--- config.mk ---
export PLATFORM = sky130hd
export DESIGN_NAME = subword_rmw_bridge
export DESIGN_NICKNAME = d
export VERILOG_FILES = /design/src/rtl/subword_rmw_pkg.sv /design/src/rtl/rmw_legal_check.sv /design/src/rtl/rmw_lane_extract.sv /design/src/rtl/rmw_lane_merge.sv /design/src/rtl/subword_rmw_bridge.sv
export SDC_FILE = /design/constraint.sdc
export NUM_CORES = 1
export LEC_CHECK = 0
export ABC_AREA = 1
export BUFFER_PORTS_ARGS = -buffer_cell sky130_fd_sc_hd__buf_2
export CAP_MARGIN = 5
export CORE_MARGIN = 4
export CORE_UTILIZATION = 48
export CTS_BUF_LIST = sky130_fd_sc_hd__clkbuf_2
export DETAILED_ROUTE_END_ITERATION = 7
export GPL_TIMING_DRIVEN = 0
export PLACE_DENSITY_LB_ADDON = 0.05
export SLEW_MARGIN = 20
export SYNTH_ARGS = -nofsm -noshare
export SYNTH_HDL_FRONTEND = slang
export SYNTH_HIERARCHICAL = 1
export SYNTH_SLANG_ARGS = --single-unit
--- constraint.sdc ---
create_clock -name clk -period 1.5 [get_ports clk]
set_input_delay 0.075 -clock clk [delete_from_list [all_inputs] [get_ports clk]]
set_output_delay 0.075 -clock clk [all_outputs]
set_load 0.01 [all_outputs]
--- src/rtl/subword_rmw_pkg.sv ---
package subword_rmw_pkg;
    localparam int WORD_W = 32;
    localparam int LANES  = WORD_W / 8;
    localparam int OFS_W  = $clog2(LANES);

    localparam logic [1:0] SZ_BYTE = 2'd0;
    localparam logic [1:0] SZ_HALF = 2'd1;
    localparam logic [1:0] SZ_WORD = 2'd2;

    typedef enum logic [2:0] {
        ST_IDLE,
        ST_RD_REQ,
        ST_RD_WAIT,
        ST_WR_REQ,
        ST_WR_WAIT,
        ST_RESP
    } rmw_state_t;

    function automatic logic [WORD_W-1:0] size_mask(input logic [1:0] sz);
        logic [WORD_W-1:0] m;
        unique case (sz)
            SZ_BYTE: m = {{(WORD_W-8){1'b0}}, 8'hFF};
            SZ_HALF: m = {{(WORD_W-16){1'b0}}, 16'hFFFF};
            default: m = '1;
        endcase
        return m;
    endfunction
endpackage

--- src/rtl/rmw_legal_check.sv ---
module rmw_legal_check
    import subword_rmw_pkg::*;
(
    input  logic [OFS_W-1:0] ofs,
    input  logic [1:0]       size,
    output logic             legal
);
    always_comb begin
        unique case (size)
            SZ_BYTE: legal = 1'b1;
            SZ_HALF: legal = (ofs[0] == 1'b0);
            SZ_WORD: legal = (ofs == '0);
            default: legal = 1'b0;
        endcase
    end
endmodule

--- src/rtl/rmw_lane_extract.sv ---
module rmw_lane_extract
    import subword_rmw_pkg::*;
(
    input  logic [WORD_W-1:0] word,
    input  logic [OFS_W-1:0]  ofs,
    input  logic [1:0]        size,
    output logic [WORD_W-1:0] data
);
    logic [WORD_W-1:0] shifted;
    always_comb begin
        shifted = word >> (8 * ofs);
        data    = shifted & size_mask(size);
    end
endmodule

--- src/rtl/rmw_lane_merge.sv ---
module rmw_lane_merge
    import subword_rmw_pkg::*;
(
    input  logic [WORD_W-1:0] old_word,
    input  logic [WORD_W-1:0] new_data,
    input  logic [OFS_W-1:0]  ofs,
    input  logic [1:0]        size,
    output logic [WORD_W-1:0] merged
);
    logic [WORD_W-1:0] lane_mask;
    logic [WORD_W-1:0] placed;
    always_comb begin
        lane_mask = size_mask(size) << (8 * ofs);
        placed    = (new_data & size_mask(size)) << (8 * ofs);
        merged    = (old_word & ~lane_mask) | placed;
    end
endmodule

--- src/rtl/subword_rmw_bridge.sv ---
module subword_rmw_bridge
    import subword_rmw_pkg::*;
#(
    parameter int ADDR_W = 16
) (
    input  logic              clk,
    input  logic              rst_n,
    input  logic              req_valid,
    output logic              req_ready,
    input  logic              req_write,
    input  logic [ADDR_W-1:0] req_addr,
    input  logic [1:0]        req_size,
    input  logic [WORD_W-1:0] req_wdata,
    output logic              rsp_valid,
    output logic              rsp_err,
    output logic [WORD_W-1:0] rsp_rdata,
    output logic              dn_valid,
    input  logic              dn_ready,
    output logic              dn_write,
    output logic [ADDR_W-1:0] dn_addr,
    output logic [WORD_W-1:0] dn_wdata,
    input  logic              dn_rvalid,
    input  logic [WORD_W-1:0] dn_rdata
);
    rmw_state_t        state_q;
    logic              wr_q;
    logic              err_q;
    logic [ADDR_W-1:0] addr_q;
    logic [1:0]        size_q;
    logic [WORD_W-1:0] data_q;

    logic              req_legal;
    logic [WORD_W-1:0] rd_extract;
    logic [WORD_W-1:0] wr_merged;
    logic              accept;

    rmw_legal_check u_legal (
        .ofs   (req_addr[OFS_W-1:0]),
        .size  (req_size),
        .legal (req_legal)
    );

    rmw_lane_extract u_extract (
        .word (dn_rdata),
        .ofs  (addr_q[OFS_W-1:0]),
        .size (size_q),
        .data (rd_extract)
    );

    rmw_lane_merge u_merge (
        .old_word (dn_rdata),
        .new_data (data_q),
        .ofs      (addr_q[OFS_W-1:0]),
        .size     (size_q),
        .merged   (wr_merged)
    );

    assign accept = req_valid && (state_q == ST_IDLE);

    // state register and datapath registers
    always_ff @(posedge clk) begin
        if (!rst_n) begin
            state_q <= ST_IDLE;
            wr_q    <= 1'b0;
            err_q   <= 1'b0;
            addr_q  <= '0;
            size_q  <= SZ_BYTE;
            data_q  <= '0;
        end else begin
            unique case (state_q)
                ST_IDLE: begin
                    if (accept) begin
                        wr_q   <= req_write;
                        addr_q <= req_addr;
                        size_q <= req_size;
                        data_q <= req_wdata;
                        err_q  <= !req_legal;
                        if (!req_legal)
                            state_q <= ST_RESP;
                        else if (req_write && req_size == SZ_WORD)
                            state_q <= ST_WR_REQ;
                        else
                            state_q <= ST_RD_REQ;
                    end
                end
                ST_RD_REQ: begin
                    if (dn_ready) state_q <= ST_RD_WAIT;
                end
                ST_RD_WAIT: begin
                    if (dn_rvalid) begin
                        if (wr_q) begin
                            data_q  <= wr_merged;
                            state_q <= ST_WR_REQ;
                        end else begin
                            data_q  <= rd_extract;
                            state_q <= ST_RESP;
                        end
                    end
                end
                ST_WR_REQ: begin
                    if (dn_ready) state_q <= ST_WR_WAIT;
                end
                ST_WR_WAIT: begin
                    if (dn_rvalid) state_q <= ST_RESP;
                end
                ST_RESP: begin
                    state_q <= ST_IDLE;
                end
                default: state_q <= ST_IDLE;
            endcase
        end
    end

    // outputs decoded from state
    always_comb begin
        req_ready = 1'b0;
        rsp_valid = 1'b0;
        rsp_err   = 1'b0;
        rsp_rdata = '0;
        dn_valid  = 1'b0;
        dn_write  = 1'b0;
        dn_addr   = {addr_q[ADDR_W-1:OFS_W], {OFS_W{1'b0}}};
        dn_wdata  = data_q;
        unique case (state_q)
            ST_IDLE:    req_ready = 1'b1;
            ST_RD_REQ:  dn_valid  = 1'b1;
            ST_WR_REQ: begin
                dn_valid = 1'b1;
                dn_write = 1'b1;
            end
            ST_RESP: begin
                rsp_valid = 1'b1;
                rsp_err   = err_q;
                rsp_rdata = (wr_q || err_q) ? '0 : data_q;
            end
            default: ;
        endcase
    end
endmodule

== Word level (Yosys, flattened, before mapping) ==
Cells that the tools add are included.

* Bits in registers: 55
* Output and inout port bits: 85
* Input port bits: 88
* Logic and storage cells: 63

* Muxes and demuxes: 22
* Reductions and logical operators: 13
* Shift operators: 3
* Bitwise gates (word level): 6
* Eq/ne operators: 13

{| class="wikitable"
|+ Operators by type and width
! operator !! number
|-
| 32-bit two-way mux || 5
|-
| 32-bit case mux with 2 select lines || 2
|-
| 32-bit bitwise AND || 3
|-
| 32-bit by 5-bit left shift with 32-bit output || 2
|-
| 32-bit NOT || 1
|-
| 32-bit OR || 1
|-
| 32-bit by 5-bit right shift with 32-bit output || 1
|-
| 3-bit two-way mux || 7
|-
| 3-bit case mux with 5 select lines || 1
|-
| 2-bit inequality test (second input constant) || 5
|-
| 3-bit by 2-bit equality test with 1-bit output (second input constant) || 2
|-
| 3-bit equality test (second input constant) || 2
|-
| 2-bit zero test || 3
|-
| 1-bit two-way mux || 5
|-
| 5-bit AND reduction || 1
|-
| 2-bit by 1-bit equality test with 1-bit output (second input constant) || 2
|-
| 3-bit by 1-bit equality test with 1-bit output (second input constant) || 1
|-
| 3-bit zero test || 1
|-
| 1-bit case mux with 3 select lines || 1
|-
| 3-bit AND reduction || 1
|-
| 2-bit equality test (second input constant) || 1
|-
| 1-bit logical AND || 2
|-
| 2-bit two-way mux || 1
|-
| 2-bit AND reduction || 1
|-
| 5 further kinds || 5
|}

== Depth between registers and ports, before layout ==
* Depth in word-level cells: 9
* Gate-level depth with buffers: 14
* Depth with buffers taken out: 13

== Cells and area by module ==
The synthesis kept the hierarchy.

{| class="wikitable"
|+ Modules (own cells, without submodules)
! module !! instances !! cells each !! sequential area each (um2) !! area an instance (um2)
|-
| subword_rmw_bridge || 1 || 606 || 1101.1 || 3510.9
|-
| rmw_lane_merge || 1 || 212 || 0.0 || 1019.7
|-
| rmw_lane_extract || 1 || 191 || 0.0 || 844.6
|-
| rmw_legal_check || 1 || 7 || 0.0 || 26.3
|}

== Least setup slack after synthesis ==
Ideal clock, no wire load.

* Path type: reg2reg
* Start: register addr_q[0]
* End: register data_q[10], in the netlist dn_wdata[10]
* Setup time: 0.113 ns
* Clock period less this slack: 1.495 ns
* Slack: 0.005 ns
* Required time: 1.387 ns
* Cell stages (with the launch flop): 12
* Arrival: 1.382 ns
* Buffers on the path: 2
* Cells stage by stage: dfxtp_1 buf_4 inv_4 buf_6 a21oi_4 o21ai_2 nand2_1 nand2_1 nand2_1 o21ai_0 nor2_1 nor2_1

* Longest elaborated chain between the ends: 7
* Elaborated cells between the ends (all ways): 10
* Classes of those cells: shift (3); mux (3); bitwise (4)

{| class="wikitable"
|+ RTL lines
! element !! line !! source
|-
| from (decl) || subword_rmw_bridge.sv:28 || <nowiki>logic [ADDR_W-1:0] addr_q;</nowiki>
|-
| from (signal assigned) || subword_rmw_bridge.sv:74 || <nowiki>addr_q <= req_addr;</nowiki>
|-
| 32-bit by 5-bit left shift with 32-bit output || rmw_lane_merge.sv:13 || <nowiki>lane_mask = size_mask(size) << (8 * ofs);</nowiki>
|-
| 32-bit NOT || rmw_lane_merge.sv:15 || <nowiki>merged = (old_word & ~lane_mask) | placed;</nowiki>
|-
| 32-bit bitwise AND || rmw_lane_merge.sv:15 ||
|-
| 32-bit OR * || rmw_lane_merge.sv:15 ||
|-
| named net wr_merged[10] || subword_rmw_bridge.sv:34 || <nowiki>logic [WORD_W-1:0] wr_merged;</nowiki>
|-
| 32-bit two-way mux * || subword_rmw_bridge.sv:91 || <nowiki>if (wr_q) begin</nowiki>
|-
| 32-bit two-way mux * || subword_rmw_bridge.sv:90 || <nowiki>if (dn_rvalid) begin</nowiki>
|-
| 32-bit case mux with 2 select lines * || subword_rmw_bridge.sv:70 || <nowiki>unique case (state_q)</nowiki>
|-
| to (signal assigned) || subword_rmw_bridge.sv:76 || <nowiki>data_q <= req_wdata;</nowiki>
|-
| to (signal assigned) || subword_rmw_bridge.sv:92 || <nowiki>data_q <= wr_merged;</nowiki>
|-
| to (signal assigned) || subword_rmw_bridge.sv:95 || <nowiki>data_q <= rd_extract;</nowiki>
|-
| to (decl) || subword_rmw_bridge.sv:30 || <nowiki>logic [WORD_W-1:0] data_q;</nowiki>
|}

Mark *: on every way through the listed nets, which the timed path passes. The rest lies on a longest branch. The select of a mux whose other input is x is not followed.
A chain may end at the register's enable or synchronous reset.

== Worst setup path in the final report ==
* Start: register state_q[1]
* End: output rsp_rdata[20]

* Longest elaborated chain between the ends: 2

{| class="wikitable"
|+ RTL lines
! element !! line !! source
|-
| from (decl) || subword_rmw_bridge.sv:25 || <nowiki>rmw_state_t state_q;</nowiki>
|-
| from (signal assigned) || subword_rmw_bridge.sv:63 || <nowiki>state_q <= ST_IDLE;</nowiki>
|-
| from (signal assigned) || subword_rmw_bridge.sv:79 || <nowiki>state_q <= ST_RESP;</nowiki>
|-
| from (signal assigned) || subword_rmw_bridge.sv:81 || <nowiki>state_q <= ST_WR_REQ;</nowiki>
|-
| 3-bit equality test || subword_rmw_bridge.sv:124 || <nowiki>unique case (state_q)</nowiki>
|-
| 32-bit two-way mux || subword_rmw_bridge.sv:124 ||
|-
| to (decl) || subword_rmw_bridge.sv:16 || <nowiki>output logic [WORD_W-1:0] rsp_rdata,</nowiki>
|}

Every way passes these cells.

==> results.json <==
{
  "synth-simple-area-share_pct": 50.0,
  "synthMuxAreaShare_pct": 0,
  "initial_core_util_pct": 49.4,
  "clock.fmax_mhz": 517,
  "violations": "negative setup slack",
  "tightestPinTransition_ns": 0.610,
  "syn_area_per_cell_sq_um": 5.32,
  "r2r_slack_ns": -0.22,
  "seqPwrFrac_pct": 19.6,
  "crit_type": "flop to output port",
  "syn-cell-area_sq_um": 5400,
  "synth_top_area_share_pct": 27.7,
  "drv_slew": 0,
  "track_usage_pct": 34.5,
  "die-width_um": 114,
  "cp.required_ns": 1.42,
  "post-route-worst-setup-slack_ns": -0.434,
  "routed_via_density": 5.34,
  "syn_inst": 1016,
  "end_kind": "output port",
  "synth.ff_latch_count": 55,
  "power_density_nw_per_um2": 1530,
  "synth_xor_area_share_pct": 0,
  "run_status": "finished with violations",
  "p_int_uw": 6160,
  "core_area_sq_um": 10900,
  "ys_types": 31,
  "cts_buffers": 5,
  "relSlewSlack_pct": 59.3,
  "route.detailed.drc": 0,
  "setup_viol": 71,
  "dr.pass1.iters": 6,
  "synth-adder-area-share_pct": 0,
  "drive_gt1_share_pct": 38.0,
  "swShare_pct": 52.9,
  "power_uw": 13100,
  "fin_util_pct": 78.2,
  "ant_nets": 0,
  "grt_pass1_wl_um": 35500,
  "yosysWarnings": 6,
  "io_pins": 173,
  "clkSinkCount": 55,
  "final_cell_mix": "nand2_1, buf_2, inv_1",
  "seq_area_frac_synth_pct": 20.4,
  "nets": 1393,
  "r2r.worst_path.cells": 11,
  "rr_startpoint": "size_q[1]",
  "gp_congestion": 1.04,
  "clk_latency_ns": 0.55,
  "cts_root_buf": "clkbuf_2",
  "timing.rr.end": "dn_wdata[20]",
  "grt_overflow": 0,
  "synth_top_area_cell": "nand2_1",
  "total_leakage_power_uw": 0.00466,
  "arrival_ns": 1.86,
  "slowest_delay_ns": 0.45,
  "critPathLaunchType": "flop",
  "synth_compound_area_share_pct": 9.17,
  "worstPathCellList": "nor3_4 -> inv_4 -> clkbuf_16 -> nor3_2 -> buf_2",
  "antenna_found_initial": 1,
  "mostFrequentLayoutCell": "nand2_1",
  "hp-start": "req_valid",
  "layout_min_cycle_time_ns": 1.93,
  "htree_levels": 2,
  "synth_top_family_by_area": "simple AND/OR/NAND/NOR gates",
  "grt_setup_unrepaired": "yes",
  "drtIter0Drc": 861,
  "dp_hpwl_um": 16000,
  "vdd_drop_max_v": 0.000929,
  "routed_wl_um": 24800,
  "wl_per_cell_um": 17.2,
  "hold_violations": 0,
  "p_comb_share_pct": 75.0,
  "die_y_um": 114,
  "portBuffers": 169,
  "hold_depth": 4,
  "num_vias": 7729,
  "hold_path.class": "primary input to flop",
  "num_rows": 38,
  "fin_skew_ns": 0.0267,
  "critPathMaxFanout": 6,
  "grt_pass1_vias": 6945,
  "clockBufferDepth": 2,
  "total_switching_power_uw": 6930,
  "crit_slowest_cell": "dfxtp_4",
  "cts_tree": "built",
  "min_to": "size_q[1]",
  "die-area_sq_um": 13000,
  "clockPowerShare_pct": 5.4,
  "netlist_top_cells_area": "nand2_1, dfxtp_1, inv_1",
  "grt_max_degree": 20,
  "min_period_over_period_pct": 129,
  "drv_cap": 0,
  "area_growth_pct": 58.4,
  "clk_pin_slew_ns": 0.33
}
==> per-layer routing <==
| metal | track usage, % | vias up | part of all wire [%] |
|---|---|---|---|
| li1 | - | 3655 | - |
| met1 | 45.8 | 3467 | 40 |
| met2 | 55.7 | 487 | 45 |
| met3 | 6.29 | 120 | 10 |
| met4 | 12.9 | 0 | 5.7 |
| met5 | 0 | - | 0 |
==> through the flow <==
step	cells	hold WS [ns]	setup WS [ns]	area [sq um]	TNS (ns)
after CTS	1432	0.0351	-0.383	8050	-13.50
after detailed placement	1326	0.351	-0.334	6430	-11.81
after global placement	1326	0.349	-0.324	6430	-11.35
after floorplan	1017	0.238	0.00522	5410	0
final	1447	0.0902	-0.434	8560	-17.26
after global routing	1447	0.113	-0.504	8560	-23.48
==> worst max-delay path by stage <==
stage | from | end | slack (ns) | cells after the start
after global routing | state_q[2] | rsp_rdata[28] | -0.50 | 6
after floorplan | addr_q[0] | dn_wdata[10] | 0.005 | 11
after detailed placement | size_q[1] | dn_wdata[25] | -0.33 | 12
after CTS | state_q[0] | rsp_rdata[8] | -0.38 | 7
after global placement | size_q[1] | dn_wdata[25] | -0.32 | 12
final | state_q[1] | rsp_rdata[20] | -0.43 | 5
==> layout make-up <==
cell class / instances / area (sq um)
Sequential cell: 55 / 1130
Buffer: 69 / 663
Inverter: 139 / 562
Multi-Input combinational cell: 746 / 3850
Clock buffer: 5 / 25.0
Timing Repair Buffer: 289 / 2120
Tap cell: 140 / 175
Fill cell: 830 / 2380
Antenna cell: 1 / 2.50
Clock inverter: 3 / 28.8
==> sequential cells by signal, indices dropped and copies added (netlist names) <==
register	cells
state_q	3
addr_q	16
err_q	1
dn_wdata	32
wr_q	1
size_q	2
==> cells in the mapped netlist (all sizes together) <==
| cell type | instances |
|---|---|
| nand2 | 405 |
| inv | 138 |
| nor2 | 126 |
| nand3 | 77 |
| buf | 68 |
| o21ai | 58 |
| dfxtp | 55 |
| nor3 | 34 |
| a21oi | 32 |
| clkbuf | 9 |
| nand3b | 9 |
| or2 | 3 |
| clkinv | 1 |
| conb | 1 |
==> critical path: cells and delay by family, from the launching register on <==
family	cells	cell delay (ns)
flops	1	0.45
simple gates	2	0.37
buf+inv	3	0.47
==> cell families (layout without fill, tap and decap cells) <==
logic type / count (synthesis) / in the layout
AOI/OAI and AO/OA: 90 / 90
buffers and inverters: 216 / 505
DFF: 55 / 55
other: 1 / 3
and+or+nand+nor: 654 / 654
==> what timing repair did <==
item	in CTS	in global routing
endpoints found under the setup margin	69	90
gates cloned	8	4
buffers inserted	46	13
gates resized for setup	206	111
pin swaps	144	55
hold buffers	54	0
hold endpoints to repair	55	0
==> power by group through the flow <==
stage                     Sequential, uW  Clock [uW]  Combinational, uW
after floorplan                     2430           0               4680
after global placement              2430           0               6680
after detailed placement            2440           0               6710
after CTS                           2460         696               8570
after global routing                2620         749              10500
final                               2570         706               9820
No activity file was read; power rests on OpenSTA's default activity.
